==> src/rtl/adc_par_seq.sv <==
module adc_par_seq #(
  parameter int DATA_W       = 16,
  parameter int CONV_LO_CYC  = 2,
  parameter int CONV_HI_CYC  = 2,
  parameter int RD_LO_CYC    = 5,
  parameter int RD_HI_CYC    = 2,
  parameter int HALF_GAP_CYC = 5,
  parameter int GUARD_CYC    = 5,
  parameter int ACQ_CYC      = 15,
  parameter int TIMEOUT_CYC  = 100
) (
  input  logic              clk,
  input  logic              rst_n,
  input  logic              trig,
  input  logic              narrow,
  input  logic              adc_active,
  input  logic [DATA_W-1:0] adc_data,
  output logic              adc_go_n,
  output logic              adc_sel_n,
  output logic              adc_read_n,
  output logic              adc_half,
  output logic              res_valid,
  output logic [DATA_W-1:0] res_data,
  output logic              res_err
);
  localparam int HB      = DATA_W / 2;
  localparam int HOLD_A  = (GUARD_CYC > ACQ_CYC) ? GUARD_CYC : ACQ_CYC;
  localparam int HOLD    = (HOLD_A > CONV_HI_CYC) ? HOLD_A : CONV_HI_CYC;
  localparam int GAP_CYC = (HALF_GAP_CYC - RD_LO_CYC > RD_HI_CYC) ? HALF_GAP_CYC - RD_LO_CYC : RD_HI_CYC;
  localparam int CNT_W   = $clog2(TIMEOUT_CYC + HOLD + GAP_CYC + RD_LO_CYC + CONV_LO_CYC + 2);
  localparam logic [CNT_W-1:0] K_CONV = CNT_W'(CONV_LO_CYC - 1);
  localparam logic [CNT_W-1:0] K_RD   = CNT_W'(RD_LO_CYC - 1);
  localparam logic [CNT_W-1:0] K_GAP  = CNT_W'(GAP_CYC - 1);
  localparam logic [CNT_W-1:0] K_HOLD = CNT_W'(HOLD);
  localparam logic [CNT_W-1:0] K_TMO  = CNT_W'(TIMEOUT_CYC - 1);

  typedef enum logic [4:0] {
    S_IDLE = 5'b00001, S_CONV = 5'b00010, S_WAIT = 5'b00100,
    S_READ = 5'b01000, S_GAP  = 5'b10000
  } st_t;

  st_t              st;
  logic [CNT_W-1:0] cnt, hold, tmo;
  logic             mode_q, second, seen_hi;
  logic [HB-1:0]    upper;

  assign adc_go_n   = (st != S_CONV);
  assign adc_read_n = (st != S_READ);
  assign adc_sel_n  = (st == S_IDLE);
  assign adc_half   = second;

  always_ff @(posedge clk or negedge rst_n) begin
    if (!rst_n) begin
      st <= S_IDLE; cnt <= '0; hold <= '0; tmo <= '0;
      mode_q <= 1'b0; second <= 1'b0; seen_hi <= 1'b0; upper <= '0;
      res_valid <= 1'b0; res_err <= 1'b0; res_data <= '0;
    end else begin
      res_valid <= 1'b0;
      res_err   <= 1'b0;
      if (st == S_CONV || st == S_WAIT) tmo <= tmo + 1'b1;
      unique case (st)
        S_IDLE: begin
          if (hold != '0) hold <= hold - 1'b1;
          else if (trig) begin
            st <= S_CONV; cnt <= K_CONV; tmo <= '0;
            mode_q <= narrow; second <= 1'b0; seen_hi <= 1'b0;
          end
        end
        S_CONV: begin
          if (cnt == '0) st <= S_WAIT;
          else cnt <= cnt - 1'b1;
        end
        S_WAIT: begin
          if (adc_active) seen_hi <= 1'b1;
          if (seen_hi && !adc_active) begin
            st <= S_READ; cnt <= K_RD;
          end else if (tmo >= K_TMO) begin
            st <= S_IDLE; res_err <= 1'b1; hold <= K_HOLD;
          end
        end
        S_READ: begin
          if (cnt != '0) cnt <= cnt - 1'b1;
          else if (mode_q && !second) begin
            upper <= adc_data[HB-1:0]; second <= 1'b1;
            st <= S_GAP; cnt <= K_GAP;
          end else begin
            res_data  <= mode_q ? {upper, adc_data[HB-1:0]} : adc_data;
            res_valid <= 1'b1; second <= 1'b0;
            st <= S_IDLE; hold <= K_HOLD;
          end
        end
        S_GAP: begin
          if (cnt == '0) begin st <= S_READ; cnt <= K_RD; end
          else cnt <= cnt - 1'b1;
        end
        default: st <= S_IDLE;
      endcase
    end
  end

  logic [CNT_W-1:0] go_run, since_rd;
  always_ff @(posedge clk or negedge rst_n) begin
    if (!rst_n) begin
      go_run <= '0; since_rd <= '1;
    end else begin
      go_run   <= adc_go_n ? '0 : go_run + 1'b1;
      since_rd <= !adc_read_n ? '0 : (since_rd == '1 ? since_rd : since_rd + 1'b1);
    end
  end

  assert_go_width_R2: assert property (@(posedge clk) disable iff (!rst_n)
    $rose(adc_go_n) |-> go_run == CNT_W'(CONV_LO_CYC));
  assert_no_read_busy_R3: assert property (@(posedge clk) disable iff (!rst_n)
    !adc_read_n |-> !adc_active);
  assert_read_sel_R4: assert property (@(posedge clk) disable iff (!rst_n)
    !adc_read_n |-> !adc_sel_n);
  assert_half_edge_R6: assert property (@(posedge clk) disable iff (!rst_n)
    $rose(adc_half) |-> adc_read_n);
  assert_valid_pulse_R7: assert property (@(posedge clk) disable iff (!rst_n)
    res_valid |=> !res_valid);
  assert_guard_R8: assert property (@(posedge clk) disable iff (!rst_n)
    $fell(adc_go_n) |-> since_rd >= K_HOLD);
  assert_err_release_R9: assert property (@(posedge clk) disable iff (!rst_n)
    res_err |-> (adc_sel_n && adc_read_n && !res_valid));
endmodule

==> config.mk <==
export PLATFORM = sky130hd
export DESIGN_NAME = adc_par_seq
export DESIGN_NICKNAME = d
export VERILOG_FILES = /design/src/rtl/adc_par_seq.sv
export SDC_FILE = /design/constraint.sdc
export NUM_CORES = 1
export LEC_CHECK = 0
export CORE_UTILIZATION = 32
export CTS_BUF_LIST = sky130_fd_sc_hd__clkbuf_16
export DETAILED_ROUTE_END_ITERATION = 12
export PLACE_DENSITY_LB_ADDON = 0.1
export SETUP_SLACK_MARGIN = 0.05
export SLEW_MARGIN = 15
export SYNTH_ARGS = -nofsm -noshare
export SYNTH_HDL_FRONTEND = slang
export SYNTH_SLANG_ARGS = --single-unit
==> constraint.sdc <==
create_clock -name clk -period 3.85 [get_ports clk]
set_clock_uncertainty 0.15 [all_clocks]
set_input_delay 0.9625 -clock clk [delete_from_list [all_inputs] [get_ports clk]]
set_output_delay 0.9625 -clock clk [all_outputs]
set_load 0.05 [all_outputs]
======== After elaboration in Yosys (flattened, before gate mapping) ========
Cells that the tools add are included.
storage, ports and cells
  register bits after elaboration ......... 55
  input port bits ......................... 21
  output and inout bits ................... 22
  logic and storage cells ................. 100
cells by class
  add/subtract/negate cells ............... 3
  $lt $le $gt $ge ......................... 1
  equality and inequality tests ........... 21
  mux-type cells .......................... 41
  bitwise operators ....................... 3
  reduce and logical (&&, ||, !) cells .... 20
operators by type and width
  operator                                                                  count
  7-bit 2-to-1 mux                                                          16
  5-bit 2-to-1 mux                                                          8
  7-bit case mux with 5 select lines                                        1
  5-bit case mux with 5 select lines                                        1
  7-bit case mux with 3 select lines                                        1
  6-bit AND reduction                                                       3
  16-bit 2-to-1 mux                                                         1
  2-bit inequality test (second input constant)                             8
  7-bit nonzero test                                                        2
  7-bit by 1-bit subtractor with 7-bit output (second input constant)       2
  1-bit 2-to-1 mux                                                          11
  3-bit AND reduction                                                       3
  2-bit by 1-bit inequality test with 1-bit output (second input constant)  4
  4-bit AND reduction                                                       2
  7-bit by 1-bit adder with 7-bit output (second input constant)            1
  7-bit >= comparator (second input constant)                               1
  7-bit logical NOT                                                         1
  5-bit by 1-bit equality test with 1-bit output (second input constant)    1
  5-bit by 2-bit equality test with 1-bit output (second input constant)    1
  5-bit by 3-bit equality test with 1-bit output (second input constant)    1
  5-bit by 4-bit equality test with 1-bit output (second input constant)    1
  5-bit equality test (second input constant)                               1
  5-bit by 2-bit inequality test with 1-bit output (second input constant)  1
  5-bit by 4-bit inequality test with 1-bit output (second input constant)  1
  other kinds (10)                                                          16

======== Longest topological paths before layout ========
Gate-level depths: netlist of run 1.
  depth in word-level cells ............... 6
  depth in mapped cells ................... 9

======== Least setup slack after synthesis of run 1 ========
OpenSTA, ideal clock, no wires.
  kind .................................... register to register
  start ................................... register st[4]
  end ..................................... register cnt[4]
  library setup time ...................... 0.122 ns
  arrival ................................. 2.099 ns
  required time ........................... 3.578 ns
  slack ................................... 1.479 ns
  stages on the path, launching flop included .. 9
  buffers on the path ..................... 2
  cells stage by stage .................... dfrtp_1 > buf_2 > nor2_1 > nand3_1 > a21oi_1 > nor4_4 > and2b_1 > buf_4 > a32o_1
between the ends
  word-level cells in the longest chain between the ends .. 3
  elaborated cells on any way between the ends .. 13
  those cells by class .................... eq/ne (10); mux (1); reduce/logical (2)
ends and longest elaborated chain
  element                                                                 RTL line  source
  from (decl)                                                             42        st_t st;
  from (signal assigned)                                                  54        st <= S_IDLE; cnt <= '0; hold <= '0; tmo <= '0;
  from (signal assigned)                                                  65        st <= S_CONV; cnt <= K_CONV; tmo <= '0;
  from (signal assigned)                                                  70        if (cnt == '0) st <= S_WAIT;
  5-bit by 4-bit equality test with 1-bit output (tied with other cells)  61        unique case (st)
  3-bit inequality test (no line) (tied with other cells)                 --
  6-bit AND reduction (no line)                                           --
  to (signal assigned)                                                    71        else cnt <= cnt - 1'b1;
  to (signal assigned)                                                    82        if (cnt != '0) cnt <= cnt - 1'b1;
  to (signal assigned)                                                    94        else cnt <= cnt - 1'b1;
  to (decl)                                                               43        logic [CNT_W-1:0] cnt, hold, tmo;
Parallel ways exist; a longest one is shown, timed or not.
A chain may end at the register's enable or synchronous reset.

======== Worst setup path after layout of run 1 ========
  start ................................... register st[3]
  end ..................................... output port adc_read_n
between the ends
  word-level cells in the longest chain between the ends .. 1
ends and longest elaborated chain
  element                                           RTL line  source
  5-bit by 4-bit inequality test with 1-bit output  48        assign adc_read_n = (st != S_READ);
  to (decl)                                         20        output logic adc_read_n,
Every way passes these cells.

==> metrics.yaml, run 1 <==
synth_common_cells: "dfrtp_1 (54), nor2_1 (32), a21oi_1 (18)"
stdcell_area_sq_um: 3490
ctsResizeCount: 0
num-nets-final: 335
post_cts_buffers: 0
synth_edf_count: 0
crit_buf_inv: 2
vias: 2131
numPortBuffers: 42
crit_chain: "nand2b_1 -> nor4_2 -> inv_2 -> clkdlybuf4s50_1"
synth_largest_area_cell: "dfrtp_1"
tightest_slew_ns: 0.741
start_kind: "flop"
globalRoute.totalOverflow: 0
timing.fmax_mhz: 301
cp-end-kind: "primary output"
netlist_instances: 267
syn-cell-area_sq_um: 2810
cp.arrival_ns: 2.21
dominantRegCellSynth: "dfrtp_1"
place_area_sq_um: 3330
via_per_inst: 5.13
irDropWorstVdd_uv: 162
filler_cell_count: 832
place_inst: 407
timing.rr.start: "cnt[3]"
fp.dieH_um: 95.6
antenna_found_initial: 0
drc: 0
period_needed_ns: 3.32
holdBufCountCts: 0
synthesis.nets: 293
yosysSeqAreaShare_pct: 49.1
synth_top_cells_by_area: "dfrtp_1 (48%), mux2_2 (6.8%), nor2_1 (4.3%), a21oi_1 (3.2%), mux2i_1 (3.2%)"
status: "completed"
final_max_slew_viol_count: 0
r2r_cells: 6
rsz0062_at_grt: "no"
dp_hpwl_um: 4620
die-area_sq_um: 9150
rows: 33
ys_types: 54
finalSetupViolations: 0
ant_nets: 0
hp-class: "flop to flop"
post-route-period-util_pct: 86.2
worstReg2RegEnd: "cnt[4]"
p_leak_nw: 1.49
cts_tree: "built"
htree_levels: 2
fin_cells: 415
drt_iter0_drc: 59
hold_viol_final: 0
diodes: 0
area_growth_pct: 24.5
cp.depth: 4
synth_seq_cells: 55
tns_ns: 0
worstPathRequired_ns: 2.74
cts_buffer_depth: 2
crit_family: "buffers and inverters"
cts_root_buf: "clkbuf_16"
crit_slowest_cell: "clkdlybuf4s50_1"
grt_pass1_vias: 2108
track_usage_pct: 15.5
yosysMostFrequentCell: "dfrtp_1"
r2r_setup_slack_ns: 1.16
slowest_delay_ns: 0.73
cts_sinks: 55
initial_core_util_pct: 33.6
cp_max_fo: 8
cts.clk_slew.worst_paths_ns: 0.08
gp_congestion: 0.744
drive_above_1_share_pct: 14.2
cts_buffers: 5
crit_end: "adc_read_n"
io_pins: 43
avgRoutedWirePerCell_um: 15.5
core_sq_um: 8340
insertion_delay_ns: 0.30
postRouteWirelength_um: 6420
async_flop_share_pct: 100
netlist.area_leader.share_pct: 48.2
die_w_um: 95.6
crit_type: "flop to primary output"
grt_pass1_wl_um: 10800
grt_max_degree: 30
firstDrtPassIters: 4
powerDensity_nw_per_um2: 314
syn_area_per_cell_sq_um: 10.5
ys_warn_count: 0
relSlewSlack_pct: 50.5
drv_cap: 0
power_mw: 1.10
cp-startpoint: "st[3]"
[flip-flops by register name (all words and copies together) (netlist names)]
name and count:
res_err 1, cnt 7, tmo 7, hold 7, seen_hi 1, res_valid 1, mode_q 1, res_data 16
st 5, upper 8, adc_half 1
[layout by cell type, fill, tap and decap left out, types with 6 or more instances in the layout]
cell,instances
mux2_2,17
clkdlybuf4s50_1,41
a21oi_1,18
o21ai_0,9
inv_1,8
xor2_1,6
nor3_1,7
mux2i_1,9
nor2_1,31
dfrtp_1,54
nand2_1,14
[cell families (layout without fill, tap and decap cells)]
family / Yosys count / after routing / share of synthesized area [%]
multiplexers: 26 / 26 / 10.0
adder cells (fa/ha/maj): 5 / 5 / 2.23
AND/OR/NAND/NOR: 92 / 92 / 18.4
XOR/XNOR: 8 / 8 / 2.50
AO/OA/AOI/OAI: 59 / 59 / 14.3
flip-flops: 55 / 55 / 49.1
buffers and inverters: 22 / 65 / 3.39
[worst min path at each step]
stage                     depth (start not counted)     endpoint   startpoint  slack [ns]
final                                             1      hold[0]      hold[0]        0.35
after global routing                              1     upper[7]     upper[7]        0.38
after CTS                                         1      hold[0]      hold[0]        0.36
after detailed placement                          1  res_data[1]  res_data[1]        0.35
after global placement                            1      hold[0]      hold[0]        0.34
after floorplan                                   1      hold[0]      hold[0]        0.31
[stage by stage]
stage	utilization [%]	setup slack [ns]	hold slack, ns
2_1_floorplan	-	1.48	0.312
3_3_place_gp	40.0	0.691	0.335
3_5_place_dp	40.0	0.621	0.345
4_1_cts	41.9	0.531	0.358
5_1_grt	41.9	0.377	0.378
6_report	41.9	0.530	0.352
[layer usage]
metal	GRT usage (%)	routed length, um	vias up	share of wire, %
met3	4.39	372	7	5.8
met5	0	0	-	0
li1	-	-	1038	-
met1	22.1	3200	1040	50
met2	22.8	2760	46	43
met4	4.60	85	0	1.3
[worst register-to-register path: cells and delay by family, from the launching register on]
kind | cells | cell delay, ns
AOI/OAI and AO/OA | 2 | 0.71
and+or+nand+nor | 4 | 1.29
DFF | 1 | 0.43
[power breakdown]
part | total [mW] | switching [mW] | internal [mW]
Clock | 0.482 | 0.231 | 0.251
Combinational | 0.0365 | 0.0171 | 0.0194
Sequential | 0.577 | 0 | 0.577
Total | 1.10 | 0.248 | 0.848
[layout make-up]
type,count,area (sq um),area share [%]
clock buffer,5,125,3.58
clock inverter,3,33.8,0.967
inverter,10,37.5,1.07
multi-input combinational,190,1340,38.2
sequential,55,1380,39.4
tap,105,131,3.76
timing repair buffer,47,453,13.0
(Power assumes the default switching activity.)
==> inputs of run 2 (changes only) <==
- CAP_MARGIN: not set -> 20
==> results of run 2 <==
The final DEF is identical to that of run 1; final timing and power are the same.
==> inputs of run 3 (changes only) <==
- PLACE_DENSITY_LB_ADDON: 0.1 -> not set
==> run 3 against run 2 <==
- design area down 0.72%
- flip-flop and latch count unchanged
- sequential power about the same
- final cell count down 0.48%
- largest cell class unchanged
- setup slack worse by 0.018 ns
- via count up 1.8%
- global-route usage down 0.23 points
- core utilization down 0.30 points
==> metrics.yaml, run 3 (synthesized netlist as in run 1, its figures left out) <==
drive_above_1_share_pct: 13.6
ctsResizeCount: 0
hp-class: "flop to flop"
initial_core_util_pct: 33.6
layout_common_cells: "dfrtp_1 (54), clkdlybuf4s50_1 (41), nor2_1 (31)"
met1_usage_pct: 21.0
reg.largest.list: "res_data x16, upper x8"
rsz0062_at_grt: "no"
place_area_sq_um: 3320
r2r_cells: 6
finalSetupViolations: 0
p_leak_nw: 1.47
postRouteWirelength_um: 6270
dp_hpwl_um: 4580
insertion_delay_ns: 0.29
seqCellArea_sq_um: 1380
use_met3_pct: 4.70
tns_ns: 0
grt_max_degree: 37
post_cts_buffers: 0
pwr-share-clk_pct: 42.9
diodes: 0
start_kind: "flop"
irDropWorstVdd_uv: 157
final_max_slew_viol_count: 0
die-area_sq_um: 9150
multi_input_area_sq_um: 1340
hold_viol_final: 0
vias: 2169
post-route-period-util_pct: 86.7
numPortBuffers: 42
fin_ws_ns: 0.512
cp_max_fo: 8
cp.arrival_ns: 2.23
place_inst: 405
final_util_pct: 41.6
grt_pass1_wl_um: 10800
fp.dieH_um: 95.6
power_mw: 1.07
gp_congestion: 0.788
period_needed_ns: 3.34
status: "completed"
filler_cell_count: 805
cts_sinks: 55
crit_type: "flop to primary output"
internal_power_uw: 841
worstPathRequired_ns: 2.74
globalRoute.totalOverflow: 0
largest_register_ffs: 16
powerDensity_nw_per_um2: 310
relSlewSlack_pct: 52.5
tightest_slew_ns: 0.712
via_per_inst: 5.25
io_pins: 43
fin_cells: 413
min_path_cells: 1
pre_cts_slack_ns: 0.644
htree_levels: 2
use_met2_pct: 22.9
timing.fmax_mhz: 300
p_comb_share_pct: 3.4
cts_buffers: 5
cts_buffer_depth: 2
drv_cap: 0
holdBufCountCts: 0
grt_pass1_vias: 2220
cts.clk_slew.worst_paths_ns: 0.07
avgRoutedWirePerCell_um: 15.2
cp-end-kind: "primary output"
cts_root_buf: "clkbuf_16"
holdWs_ns: 0.357
p_sw_uw: 234
rows: 33
firstDrtPassIters: 4
grt.busiest_layer: "met2"
final_common_cell: "dfrtp_1"
num-nets-final: 333
drc: 0
die_w_um: 95.6
switching_share_pct: 21.8
ant_nets: 0
r2r_setup_slack_ns: 1.21
track_usage_pct: 15.3
core_sq_um: 8340
cts_tree: "built"
stdcell_area_sq_um: 3470
seqPwrFrac_pct: 53.7
drt_iter0_drc: 72
area_growth_pct: 23.6
top_register: "res_data"
antenna_found_initial: 0
## run 3: cell count changes in the layout (fill, tap and decap cells not counted)
cell | before | now
buf_4 | 5 | 3
clkinvlp_4 | 0 | 2
clkinv_4 | 1 | 0
clkinv_8 | 1 | 0
## run 3: worst paths after layout
path	start	endpoint
min	hold[0]	hold[0]
max reg2reg	st[3]	hold[6]
max	st[3]	adc_read_n
max in group asynchronous	rst_n	st[4]
min reg2reg	hold[0]	hold[0]
min in group asynchronous	rst_n	hold[4]
## run 3: power by group through the flow
stage / logic [mW] / clock network, mW / registers (mW)
2_1_floorplan: 0.00317 / 0 / 0.589
6_report: 0.0370 / 0.461 / 0.577
5_1_grt: 0.0417 / 0.501 / 0.577
3_5_place_dp: 0.0383 / 0 / 0.589
3_3_place_gp: 0.0379 / 0 / 0.589
4_1_cts: 0.0384 / 0.478 / 0.577
## run 3: layer usage
layer	up-vias	part of all wire (%)	wire length [um]
met4	0	1.4	85
met5	-	0	0
met1	1053	48	2990
met2	69	44	2750
li1	1039	-	-
met3	8	7.2	449
## run 3: final cells by class
cell class                      instances  share of cell area [%]
Inverter                               10                    1.08
Clock buffer                            5                    3.61
Sequential cell                        55                    39.7
Clock inverter                          3                   0.685
Multi-Input combinational cell        190                    38.5
Tap cell                              105                    3.79
Timing Repair Buffer                   45                    12.6
## run 3: worst max-delay path: stages (launching register included)
cell and delay (ns):
dfrtp_1 0.56, nand2b_1 0.15, nor4_2 0.33, inv_2 0.17, clkdlybuf4s50_1 0.74
